===== src/rtl/snap_tgen_pkg.sv =====
package snap_tgen_pkg;

   // true when position lies in [first, first+len)
   function automatic logic in_span(input logic [31:0] pos,
                                    input int unsigned first,
                                    input int unsigned len);
      return (pos >= first) && (pos < first + len);
   endfunction

   // widen a counter value to 32 bits
   function automatic logic [31:0] widen(input logic [31:0] v);
      return v;
   endfunction

endpackage


===== src/rtl/tgen_frame_cnt.sv =====
module tgen_frame_cnt #(
   parameter int unsigned FRAME_LEN = 2500,
   localparam int unsigned CW       = $clog2(FRAME_LEN)
) (
   input  logic          clk,
   input  logic          sp_n,
   output logic [CW-1:0] cnt,
   output logic          run
);
   localparam logic [CW-1:0] LAST = CW'(FRAME_LEN - 1);

   always_ff @(posedge clk) begin
      if (!sp_n) begin
         cnt <= '0;
         run <= 1'b0;
      end else begin
         run <= 1'b1;
         if (run) begin
            if (cnt == LAST) cnt <= '0;
            else             cnt <= cnt + 1'b1;
         end
      end
   end

   // a low start line returns the position to zero
   a_r1_cnt_clear : assert property (@(posedge clk) !sp_n |=> (cnt == '0) && !run);
endmodule


===== src/rtl/tgen_window.sv =====
module tgen_window #(
   parameter int unsigned START = 0,
   parameter int unsigned LEN   = 1,
   parameter int unsigned CW    = 12
) (
   input  logic          clk,
   input  logic          sp_n,
   input  logic          run,
   input  logic [CW-1:0] cnt,
   output logic          q
);
   import snap_tgen_pkg::*;

   logic [31:0] pos;
   assign pos = {{(32-CW){1'b0}}, cnt};

   always_ff @(posedge clk) begin
      if (!sp_n) q <= 1'b0;
      else       q <= run && in_span(pos, START, LEN);
   end
endmodule


===== src/rtl/tgen_scan.sv =====
module tgen_scan #(
   parameter int unsigned FIRST = 2,
   parameter int unsigned ROWS  = 4,
   parameter int unsigned COLS  = 4,
   parameter int unsigned CW    = 12,
   localparam int unsigned NPIX = ROWS * COLS
) (
   input  logic            clk,
   input  logic            sp_n,
   input  logic            run,
   input  logic [CW-1:0]   cnt,
   output logic [ROWS-1:0] row_sel,
   output logic [COLS-1:0] col_sel
);
   import snap_tgen_pkg::*;

   logic [31:0]     pos, pix, r_idx, c_idx;
   logic            win;
   logic [ROWS-1:0] row_d;
   logic [COLS-1:0] col_d;

   assign pos   = {{(32-CW){1'b0}}, cnt};
   assign win   = run && in_span(pos, FIRST, NPIX);
   assign pix   = pos - FIRST;
   assign r_idx = pix / COLS;
   assign c_idx = pix % COLS;

   for (genvar i = 0; i < ROWS; i++) begin : g_row
      assign row_d[i] = win && (r_idx == i);
   end
   for (genvar j = 0; j < COLS; j++) begin : g_col
      assign col_d[j] = win && (c_idx == j);
   end

   always_ff @(posedge clk) begin
      if (!sp_n) begin
         row_sel <= '0;
         col_sel <= '0;
      end else begin
         row_sel <= row_d;
         col_sel <= col_d;
      end
   end

   // at most one select per bus, and both buses active together
   a_r7_onehot : assert property (@(posedge clk) disable iff (!sp_n)
      $onehot0(row_sel) && $onehot0(col_sel) && ((|row_sel) == (|col_sel)));
   // inside the window the column steps to the next bit
   a_r6_col_step : assert property (@(posedge clk) disable iff (!sp_n)
      (|col_sel) && !col_sel[COLS-1] && win |=> col_sel == $past(col_sel) << 1);
   // after the last column the next pixel is column 0
   a_r6_col_wrap : assert property (@(posedge clk) disable iff (!sp_n)
      col_sel[COLS-1] && win |=> col_sel[0]);
endmodule


===== src/rtl/snap_tgen.sv =====
module snap_tgen #(
   parameter int unsigned FRAME_LEN = 2500,
   parameter int unsigned XFER_W    = 2,
   parameter int unsigned GAP_W     = 1,
   parameter int unsigned RST_W     = 2,
   parameter int unsigned ROWS      = 4,
   parameter int unsigned COLS      = 4
) (
   input  logic            clk,
   input  logic            sp_n,
   output logic            frame_start,
   output logic            xfer,
   output logic            pix_rst,
   output logic [ROWS-1:0] row_sel,
   output logic [COLS-1:0] col_sel
);
   localparam int unsigned CW       = $clog2(FRAME_LEN);
   localparam int unsigned RST_AT   = XFER_W + GAP_W;
   localparam int unsigned SCAN_AT  = XFER_W;
   localparam int unsigned SCAN_END = SCAN_AT + ROWS * COLS;

   // elaboration-time parameter checks
   if (FRAME_LEN < 2)                  begin : g_bad_len  $error("FRAME_LEN below 2"); end
   if (XFER_W < 1 || GAP_W < 1 || RST_W < 1)
                                       begin : g_bad_w    $error("pulse widths below 1"); end
   if (ROWS < 1 || COLS < 1)           begin : g_bad_arr  $error("empty array"); end
   if (RST_AT + RST_W > FRAME_LEN)     begin : g_bad_rst  $error("reset past frame end"); end
   if (SCAN_END > FRAME_LEN)           begin : g_bad_scan $error("readout past frame end"); end

   logic [CW-1:0] cnt;
   logic          run;

   tgen_frame_cnt #(.FRAME_LEN(FRAME_LEN)) u_cnt (
      .clk(clk), .sp_n(sp_n), .cnt(cnt), .run(run));

   tgen_window #(.START(0), .LEN(1), .CW(CW)) u_fs (
      .clk(clk), .sp_n(sp_n), .run(run), .cnt(cnt), .q(frame_start));

   tgen_window #(.START(0), .LEN(XFER_W), .CW(CW)) u_xfer (
      .clk(clk), .sp_n(sp_n), .run(run), .cnt(cnt), .q(xfer));

   tgen_window #(.START(RST_AT), .LEN(RST_W), .CW(CW)) u_rst (
      .clk(clk), .sp_n(sp_n), .run(run), .cnt(cnt), .q(pix_rst));

   tgen_scan #(.FIRST(SCAN_AT), .ROWS(ROWS), .COLS(COLS), .CW(CW)) u_scan (
      .clk(clk), .sp_n(sp_n), .run(run), .cnt(cnt),
      .row_sel(row_sel), .col_sel(col_sel));

   // start line low clears all outputs on the next edge
   a_r1_quiet : assert property (@(posedge clk)
      !sp_n |=> !frame_start && !xfer && !pix_rst && row_sel == '0 && col_sel == '0);
   // transfer begins together with the frame marker
   a_r3_xfer_with_fs : assert property (@(posedge clk) disable iff (!sp_n)
      frame_start |-> xfer);
   // the marker lasts one clock
   a_r2_fs_single : assert property (@(posedge clk) disable iff (!sp_n)
      frame_start |=> !frame_start);
   // no overlap and transfer already low before reset rises
   a_r5_no_overlap : assert property (@(posedge clk) disable iff (!sp_n)
      !(xfer && pix_rst));
   a_r5_xfer_first : assert property (@(posedge clk) disable iff (!sp_n)
      $rose(pix_rst) |-> !$past(xfer));
   // readout starts as transfer ends
   a_r6_scan_after_xfer : assert property (@(posedge clk) disable iff (!sp_n)
      $fell(xfer) |-> row_sel[0] && col_sel[0]);
endmodule


===== config.mk =====
export PLATFORM = sky130hd
export DESIGN_NAME = snap_tgen
export DESIGN_NICKNAME = d
export VERILOG_FILES = /design/src/rtl/snap_tgen_pkg.sv /design/src/rtl/tgen_frame_cnt.sv /design/src/rtl/tgen_window.sv /design/src/rtl/tgen_scan.sv /design/src/rtl/snap_tgen.sv
export SDC_FILE = /design/constraint.sdc
export NUM_CORES = 1
export LEC_CHECK = 0
export BUFFER_PORTS_ARGS = -buffer_cell sky130_fd_sc_hd__buf_2
export CORE_ASPECT_RATIO = 0.8
export CORE_MARGIN = 2
export CORE_UTILIZATION = 55
export CTS_CLUSTER_DIAMETER = 60
export DETAILED_ROUTE_END_ITERATION = 12
export GPL_TIMING_DRIVEN = 0
export PLACE_DENSITY = 0.82
export RECOVER_POWER = 50
export REMOVE_ABC_BUFFERS = 1
export SLEW_MARGIN = 30
export SYNTH_ARGS = -nofsm -noshare
export SYNTH_HDL_FRONTEND = slang
export SYNTH_HIERARCHICAL = 1
export SYNTH_SLANG_ARGS = --single-unit

===== constraint.sdc =====
create_clock -name clk -period 3.6 [get_ports clk]
set_input_delay 0.36 -clock clk [delete_from_list [all_inputs] [get_ports clk]]
set_output_delay 0.36 -clock clk [all_outputs]
set_load 0.05 [all_outputs]

==> run_results.csv, run 1 <==
group,metric,value,unit
critical_path,cp.required,3.78,ns
global_route,grt_first_pass_wirelength,4260,um
cells_and_area,final_layout_size_suffix_gt1_share,7.19,%
critical_path,r2r_cells,4,
critical_path,critPathCaptureType,"register",
sta,tns,0,ns
critical_path,crit_arrival,2.27,ns
sta,hold_slack,0.306,ns
clock_tree,clk_path_buf_depth,2,
clock_tree,clock_sinks,24,
worst_hold_path,hold_path_end,"u_cnt/run$_DFF_P_",
synth,synth_mux_area_share,0.836,%
critical_path,crit_type,"register to register",
clock_tree,cts_tree,"yes",
sta,fin_worst_skew,0.00232,ns
route,avgViaCountPerCell,6.36,
global_route,grt.total_usage,21.7,%
global_route,grt_pass1_vias,929,
worst_hold_path,hold_class,"primary input to register",
cells_and_area,final_cells,164,
cells_and_area,synthToLayoutAreaGrowth,5.54,%
run,maxCapViolCount,0,
cells_and_area,num_antenna_cells,0,
worst_hold_path,min-delay-start,"sp_n",
synth,synth_area,0.00120,sq mm
synth,synth.top_cell.area_share,40.1,%
placement,place_hpwl,1860,um
critical_path,cp_max_fo,13,
critical_path,cp-start-kind,"register",
synth,synth_top_family_by_area,"simple AND/OR/NAND/NOR gates",
floorplan,initial_core_util,57.0,%
power,power_density,356,mW/mm^2
placement,dp_slack,1.55,ns
placement,gp_congestion,0.889,
sta,fmax,480,MHz
synth,synth-edff-count,0,
floorplan,dieHeight,45.7,um
synth,netlist_instances,126,
route,route.detailed.drc,0,
synth,yosys_warnings,6,
sta,hold_violations,0,
floorplan,num_io_pins,13,
clock_tree,cts_setup_buffers,0,
power,p_leak,0.406,nW
sta,maxSlewHeadroom,51.4,%
critical_path,regToRegStartpoint,"u_cnt/cnt[1]$_SDFFE_PN0P_",
critical_path,r2r_slack,1.52,ns
synth,synth.largest_area_cell,"dfxtp_1",
synth,ys_ff_latch,24,
cells_and_area,register_area,480,sq um
route,wirelength,2690,um
route,initialDrtViolationCount,48,
clock_tree,ctsHoldBuffers,0,
status,status,"completed",
clock_tree,cts_buffers,3,
route,vias,1043,
route,drt_pre_antenna_iters,4,
clock_tree,htree_num_levels,1,
cells_and_area,multiInputGateArea,669,sq um
placement,placed_cells,161,
route,ant_nets,0,
synth,synth_xor_area_share,4.39,%
route,wl_per_cell,16.4,um
synth,yosysUniqueCellTypes,35,
floorplan,fp.dieW,56.2,um
critical_path,r2r_end,"u_cnt/cnt[0]$_SDFFE_PN0P_",
cells_and_area,final_cell_mix,"dfxtp_1 (24), clkbuf_1 (12), a21oi_1 (9)",
global_route,grt_max_degree,16,
cells_and_area,final_common_cell,"dfxtp_1",
synth,yosys.area_share.adder,3.13,%
synth,ys_seq_area_share,40.1,%
synth,yosys_most_used_dff,"dfxtp_1",
clock_tree,cts-root-buf,"clkbuf_4",
clock_tree,postCtsResizedCells,0,
synth,async_flop_share,0,%
sta,finalMaxSlewViolations,0,
cells_and_area,fin_nets,146,
cells_and_area,num-fill-cells,195,
clock_tree,clkLatencyLatePin,0.31,ns
placement,io_buffers,12,
worst_hold_path,whs_path_depth,1,
floorplan,design.core.area,0.00210,sq mm
synth,synth-simple-area-share,35.6,%
cells_and_area,final_cell_area,0.00126,sq mm
sta,setup_viol,0,
power,ir_drop,0.254,mV
sta,worst_pin_slew,0.726,ns
floorplan,dieArea,0.00257,sq mm
power,total_power,0.450,mW
global_route,overflow,0,
synth,synth_compound_area_share,13.3,%
placement,dpl_cell_area,0.00127,sq mm
synth,synth_area_leaders,"dfxtp_1 (40%), or4_1 (3.8%), a21oi_1 (3.3%)",
sta,final.period_utilization,57.8,%
sta,finalWorstSetupSlack,1.52,ns
floorplan,fp-row-count,15,
global_route,antenna_found_initial,0,
sta,period_needed,2.08,ns
sta,grt_setup_unrepaired,"no",
synth,synth.avg_cell_area,9.50,sq um
cells_and_area,utilization,60.1,%
clock_tree,clk_pin_slew,0.12,ns
==> cell type report <==
class	instances	share of cell area, %
flip-flops and latches	24	38.0
multi-input cells	96	53.0
repair buffers	12	3.56
well taps	25	2.48
inverters	4	1.19
clock buffers	3	1.78
==> cells by family after synthesis <==
group / Yosys count
muxes: 1
buffers and inverters: 6
AOI/OAI and AO/OA: 22
xor gates and xnor gates: 6
DFF: 24
adders and majority gates: 3
and+or+nand+nor: 64
==> power breakdown <==
part           total (mW)  internal (mW)  switching, mW  leakage [nW]
registers           0.282          0.271         0.0109         0.195
logic              0.0522         0.0186         0.0336         0.198
clock network       0.115         0.0392         0.0762        0.0138
total               0.450          0.329          0.121         0.406
==> layer usage <==
layer | vias up | track usage (%) | part of all wire, %
met1 | 489 | 27.1 | 45
met4 | 0 | 4.76 | 0.48
met2 | 36 | 36.2 | 48
li1 | 514 | - | -
met5 | - | 0 | 0
met3 | 4 | 8.52 | 6.2
==> synth_stat cells (2+ instances only) <==
library cell and count:
a21oi_1 8, a21oi_2 2, and4_1 2, dfxtp_1 24
ha_1 3, inv_1 4, nand2_1 4, nand2b_1 2
nand3_1 6, nand4_1 5, nor2_1 8, nor3_1 5
nor3b_1 4, nor4_1 6, nor4_2 2, nor4b_1 2
nor4b_2 2, o21ai_0 5, o31ai_1 3, or3_1 5
or4_1 6, xnor2_1 2, xor2_1 4
==> flip-flops by register name, indices dropped and copies added (netlist names) <==
register        cells
u_xfer/q            1
u_cnt/cnt          12
u_rst/q             1
u_scan/row_sel      4
u_cnt/run           1
u_fs/q              1
u_scan/col_sel      4
==> worst max path at each step <==
stage / from / to / slack (ns) / depth (start not counted)
final: u_cnt/cnt[1]$_SDFFE_PN0P_ / u_cnt/cnt[0]$_SDFFE_PN0P_ / 1.52 / 4
after global routing: u_cnt/cnt[1]$_SDFFE_PN0P_ / u_cnt/cnt[5]$_SDFFE_PN0P_ / 1.33 / 4
after CTS: u_cnt/cnt[1]$_SDFFE_PN0P_ / u_cnt/cnt[0]$_SDFFE_PN0P_ / 1.53 / 4
after detailed placement: u_cnt/cnt[1]$_SDFFE_PN0P_ / u_cnt/cnt[1]$_SDFFE_PN0P_ / 1.55 / 4
after global placement: u_cnt/cnt[1]$_SDFFE_PN0P_ / u_cnt/cnt[4]$_SDFFE_PN0P_ / 1.64 / 4
after floorplan: u_cnt/cnt[3]$_SDFFE_PN0P_ / u_cnt/cnt[0]$_SDFFE_PN0P_ / 1.87 / 3
==> worst max-delay path: stages (launching register included) <==
cell     delay, ns
dfxtp_1       0.61
ha_1          0.31
nand2_1       0.14
o41ai_4       0.77
nor2_1        0.11
(Power assumes the default switching activity.)
==> run 2, diff against run 1 <==
Settings changed: ABC_AREA from default to 1.
Clock period 3.6 ns to 2.2 ns, I/O delays scaled along.
==> run 2 against run 1 <==
Core utilization increased by 3.5 points. Global-route usage increased by 0.35 points. Synthesized area increased by 20%. Clock power increased to 2.8 times the previous value. Sequential cell count unchanged. Synthesized cell count increased by 87%. Largest cell class unchanged. Combinational power increased by 77%. Die area increased by 19%. Non-clock buffer count unchanged. Routed wire length increased by 8.3%. Clock skew increased by 0.0037 ns. Largest power group unchanged.
==> run_results.csv, run 2 <==
group,metric,value,unit
synth,netlist_top_cells_count,"inv_1 (53), nand2_1 (51), nor2_1 (50), dfxtp_1 (24), nand3_1 (20)",
route,wl_per_cell,10.2,um
route,wirelength,2920,um
synth,synth_xor_area_share,1.82,%
global_route,grt_max_degree,15,
placement,io_buffers,12,
power,power_density,556,mW/mm^2
floorplan,fp-row-count,16,
route,ant_nets,0,
synth,synth_mux_area_share,0,%
floorplan,initial_core_util,58.6,%
cells_and_area,num_antenna_cells,0,
floorplan,dieArea,0.00305,sq mm
sta,period_needed,1.65,ns
placement,gp_congestion,0.865,
power,p_leak,0.717,nW
floorplan,design.core.area,0.00246,sq mm
cells_and_area,final_cell_mix,"inv_1 (53), nor2_1 (51), nand2_1 (51)",
synth,yosysUniqueCellTypes,20,
clock_tree,cts_setup_buffers,0,
clock_tree,postCtsResizedCells,0,
global_route,grt_pass1_vias,1173,
global_route,grt.total_usage,22.1,%
cells_and_area,largest_register_ffs,12,
global_route,grt_first_pass_wirelength,5150,um
global_route,overflow,0,
critical_path,crit_type,"register to register",
sta,worst_pin_slew,0.696,ns
cells_and_area,synthToLayoutAreaGrowth,8.59,%
placement,placed_cells,282,
clock_tree,ctsHoldBuffers,0,
synth,synth_compound_area_share,2.34,%
critical_path,cp_max_fo,11,
status,status,"completed",
synth,netlist_instances,235,
clock_tree,clkLatencyLatePin,0.32,ns
synth,synth_top_family_by_area,"simple AND/OR/NAND/NOR gates",
sta,setup_viol,0,
clock_tree,clk_path_buf_depth,2,
cells_and_area,top_register,"u_cnt/cnt",
placement,place_hpwl,2080,um
worst_hold_path,hold_class,"primary input to register",
synth,ys_seq_area_share,33.3,%
synth,synth_area_leaders,"dfxtp_1 (33%), inv_1 (14%), nand2_1 (13%)",
floorplan,dieHeight,49.8,um
synth,synth-edff-count,0,
clock_tree,clock_sinks,24,
clock_tree,cts_buffers,3,
cells_and_area,final_cells,286,
sta,hold_violations,0,
synth,ys_ff_latch,24,
synth,yosys_warnings,6,
clock_tree,cts-root-buf,"clkbuf_4",
synth,synth.top_cell.area_share,33.3,%
clock_tree,cts_tree,"yes",
sta,final.period_utilization,74.8,%
sta,grt_setup_unrepaired,"no",
synth,yosys.area_share.adder,2.60,%
sta,fmax,607,MHz
route,route.detailed.drc,0,
synth,synth_area,0.00144,sq mm
floorplan,num_io_pins,13,
critical_path,crit_arrival,1.88,ns
sta,fin_worst_skew,0.00602,ns
synth,yosysMostFrequentCell,"inv_1",
global_route,antenna_found_initial,0,
clock_tree,htree_num_levels,1,
sta,finalMaxSlewViolations,0,
synth,synth.avg_cell_area,6.14,sq um
route,drt_pre_antenna_iters,4,
power,ir_drop,0.458,mV
critical_path,cp.required,2.43,ns
critical_path,critPathCaptureType,"register",
cells_and_area,final_common_cell,"inv_1",
cells_and_area,fin_nets,256,
cells_and_area,final_layout_size_suffix_gt1_share,7.60,%
route,avgViaCountPerCell,4.76,
floorplan,fp.dieW,61.3,um
sta,tns,0,ns
synth,yosys_most_used_dff,"dfxtp_1",
sta,maxSlewHeadroom,53.6,%
synth,synth-simple-area-share,45.4,%
synth,async_flop_share,0,%
cells_and_area,reg_top3,"u_cnt/cnt x12, u_scan/col_sel x4, u_scan/row_sel x4",
clock_tree,clk_pin_slew,0.13,ns
critical_path,cp-start-kind,"register",
route,vias,1361,
run,maxCapViolCount,0,
route,initialDrtViolationCount,60,
synth,synth.largest_area_cell,"dfxtp_1",
-- run 2: routing by layer --
layer	up-vias	track usage (%)	part of all wire (%)
met1	590	33.3	48
met4	0	5.43	1.2
met5	-	0	0
li1	723	-	-
met2	44	31.6	44
met3	4	4.72	6.9
-- run 2: through the flow --
| step | hold WS, ns | setup slack (ns) | cell area (sq um) | power [mW] | util (%) |
|---|---|---|---|---|---|
| 2_1_floorplan | 0.248 | 0.794 | 1430 | 0.540 | - |
| 3_3_place_gp | 0.515 | 0.638 | 1540 | 0.561 | 62.4 |
| 3_5_place_dp | 0.520 | 0.615 | 1540 | 0.563 | 62.4 |
| 4_1_cts | 0.165 | 0.596 | 1590 | 0.883 | 64.5 |
| 5_1_grt | 0.380 | 0.420 | 1570 | 0.911 | 63.6 |
| 6_report | 0.358 | 0.553 | 1570 | 0.871 | 63.6 |
-- run 2: layout make-up --
| type | instances | area, sq um |
|---|---|---|
| repair buffers | 12 | 45.0 |
| clock buffers | 3 | 22.5 |
| flip-flops and latches | 24 | 480 |
| clock inverters | 1 | 30.0 |
| well taps | 36 | 45.0 |
| multi-input cells | 157 | 744 |
| fillers | 240 | 896 |
| inverters | 53 | 199 |
-- run 2: cell families (layout without fill, tap and decap cells) --
family,Yosys count,after routing
simple gates,145,145
xor+xnor,3,3
flops,24,24
buf+inv,54,69
fa+ha+maj,3,3
compound gates,6,6
-- run 2: worst paths after layout --
kind | start | endpoint | slack (ns) | cells after the start
worst max-delay path | u_cnt/cnt[1]$_SDFFE_PN0P_ | u_scan/row_sel[1]$_SDFF_PN0_ | 0.55 | 7
worst min register to register | u_cnt/cnt[6]$_SDFFE_PN0P_ | u_cnt/cnt[6]$_SDFFE_PN0P_ | 0.59 | 2
worst min-delay path | sp_n | u_cnt/run$_DFF_P_ | 0.36 | 1
worst max register to register | u_cnt/cnt[1]$_SDFFE_PN0P_ | u_scan/row_sel[1]$_SDFF_PN0_ | 0.55 | 7
-- run 2: power by group --
group | switching (mW) | total [mW] | leakage, nW | internal (mW)
clock | 0.134 | 0.318 | 0.0279 | 0.184
combinational | 0.0639 | 0.0925 | 0.495 | 0.0286
sequential | 0.0168 | 0.461 | 0.195 | 0.444
total | 0.215 | 0.871 | 0.717 | 0.657
-- run 2: critical path: stages (launching register included) --
cell and delay (ns):
dfxtp_1 0.60, inv_1 0.17, ha_1 0.28, or2_1 0.23, nand2_1 0.09, inv_1 0.06, nand3_1 0.07, nor2_1 0.06
==> run 3, diff against run 2 <==
Settings changed: CORE_UTILIZATION 55 to 52, PLACE_DENSITY 0.82 to 0.81.
Clock period 2.2 ns to 1.5 ns, I/O delays scaled along.
==> run 3 against run 2 <==
Global-route usage fell by 2.7 points. Setup slack got worse by 0.44 ns. Register-to-register slack got worse by 0.44 ns. Critical endpoint is now u_scan/row_sel[0]$_SDFF_PN0_. Final area rose by 1.4%. Clock-buffer cell count rose by 1. Clock power rose by 7.2%. Sequential cell count did not move. Non-clock buffer count rose by 2. Core utilization fell by 4.8 points. Critical path depth did not move. Hold slack got worse by 0.26 ns. Critical path type unchanged.
==> run_results.csv, run 3 (synthesis gave the netlist of run 2 again) <==
group,metric,value,unit
status,status,"completed",
global_route,grt_max_degree,15,
power,power_density,730,mW/mm^2
cells_and_area,final_layout_size_suffix_gt1_share,10.7,%
placement,io_buffers,12,
cells_and_area,reg_top3,"u_cnt/cnt x12, u_scan/col_sel x4, u_scan/row_sel x4",
route,vias,1358,
clock_tree,clock_sinks,24,
cells_and_area,fin_nets,258,
route,wirelength,2900,um
sta,hold_violations,0,
cells_and_area,final_cell_mix,"inv_1 (53), nand2_1 (51), nor2_1 (50)",
floorplan,fp.dieW,62.9,um
critical_path,critPathCaptureType,"register",
sta,setup_viol,0,
sta,final.period_utilization,92.7,%
clock_tree,cts_tree,"yes",
placement,place_hpwl,2000,um
floorplan,dieHeight,51.1,um
route,avgViaCountPerCell,4.68,
floorplan,dieArea,0.00321,sq mm
cells_and_area,multiInputGateArea,752,sq um
route,ant_nets,0,
run,maxCapViolCount,0,
sta,period_needed,1.39,ns
cells_and_area,utilization,58.8,%
cells_and_area,final_cells,290,
sta,worst_pin_slew,0.590,ns
sta,finalMaxSlewViolations,0,
critical_path,cp-start-kind,"register",
clock_tree,clk_pin_slew,0.13,ns
route,drt_pre_antenna_iters,5,
sta,fin_worst_skew,0.00240,ns
global_route,antenna_found_initial,0,
floorplan,fp-row-count,17,
global_route,grt_first_pass_wirelength,4890,um
cells_and_area,largest_register_ffs,12,
clock_tree,htree_num_levels,1,
clock_tree,clkLatencyLatePin,0.31,ns
critical_path,cp_max_fo,12,
sta,maxSlewHeadroom,60.8,%
clock_tree,clk_path_buf_depth,2,
route,route.detailed.drc,0,
placement,gp_congestion,0.884,
floorplan,num_io_pins,13,
clock_tree,cts-root-buf,"clkbuf_4",
route,wl_per_cell,10.0,um
global_route,overflow,0,
cells_and_area,top_register,"u_cnt/cnt",
critical_path,cp.required,1.72,ns
global_route,grt.total_usage,19.4,%
global_route,grt_pass1_vias,1145,
critical_path,crit_type,"register to register",
critical_path,crit_arrival,1.62,ns
sta,fmax,719,MHz
cells_and_area,num-fill-cells,269,
cells_and_area,final_common_cell,"inv_1",
clock_tree,cts_buffers,3,
power,p_leak,0.725,nW
worst_hold_path,hold_class,"primary input to register",
power,ir_drop,0.587,mV
floorplan,design.core.area,0.00270,sq mm
route,initialDrtViolationCount,60,
placement,placed_cells,284,
floorplan,initial_core_util,53.4,%
cells_and_area,num_antenna_cells,0,
cells_and_area,synthToLayoutAreaGrowth,10.1,%
cells_and_area,register_area,493,sq um
-- run 3: metal layers --
layer	global-route usage [%]	wire, um
met2	32.4	1340
met3	5.07	139
met1	24.7	1410
met5	0	0
met4	5.93	19
-- run 3: area by class of cell --
cell class / count / area share [%]
Multi-Input combinational cell: 157 / 47.3
Clock buffer: 4 / 2.28
Timing Repair Buffer: 14 / 3.86
Sequential cell: 24 / 31.0
Inverter: 53 / 12.5
Tap cell: 38 / 2.99
-- run 3: final timing paths --
| kind | start | end | slack [ns] | cells after the start |
|---|---|---|---|---|
| setup reg to reg | u_cnt/cnt[2]$_SDFFE_PN0P_ | u_scan/row_sel[0]$_SDFF_PN0_ | 0.11 | 7 |
| setup / recovery | u_cnt/cnt[2]$_SDFFE_PN0P_ | u_scan/row_sel[0]$_SDFF_PN0_ | 0.11 | 7 |
| hold reg to reg | u_cnt/cnt[1]$_SDFFE_PN0P_ | u_cnt/cnt[1]$_SDFFE_PN0P_ | 0.55 | 2 |
| hold / removal | sp_n | u_cnt/run$_DFF_P_ | 0.09 | 1 |
-- run 3: what timing repair did --
action,CTS,global route
cloned,0,0
buffers inserted,0,2
setup endpoints to repair,15,11
gates resized for setup,3,4
hold buffers,0,0
-- run 3: power breakdown --
group          leakage (nW)  switching, mW  internal (mW)
clock network        0.0210          0.193          0.148
registers             0.197         0.0218          0.650
logic                 0.508          0.100         0.0475
-- run 3: metrics by stage --
step | setup WS [ns] | area, sq um | TNS (ns) | power (mW) | hold WS (ns)
after floorplan | 0.0940 | 1430 | 0 | 0.792 | 0.178
after global placement | -0.0673 | 1540 | -0.194 | 0.823 | 0.447
after detailed placement | -0.123 | 1540 | -0.610 | 0.826 | 0.443
after CTS | 0.0299 | 1580 | 0 | 1.17 | 0.0906
after global routing | -0.00633 | 1590 | -0.0103 | 1.21 | 0.0940
final | 0.109 | 1590 | 0 | 1.16 | 0.0941
-- run 3: worst max-delay path, stage by stage (launching register included) --
cell	delay, ns
dfxtp_4	0.45
inv_1	0.09
ha_1	0.24
or2_1	0.24
nand2_1	0.10
inv_1	0.07
nand3_1	0.06
nor2_1	0.05
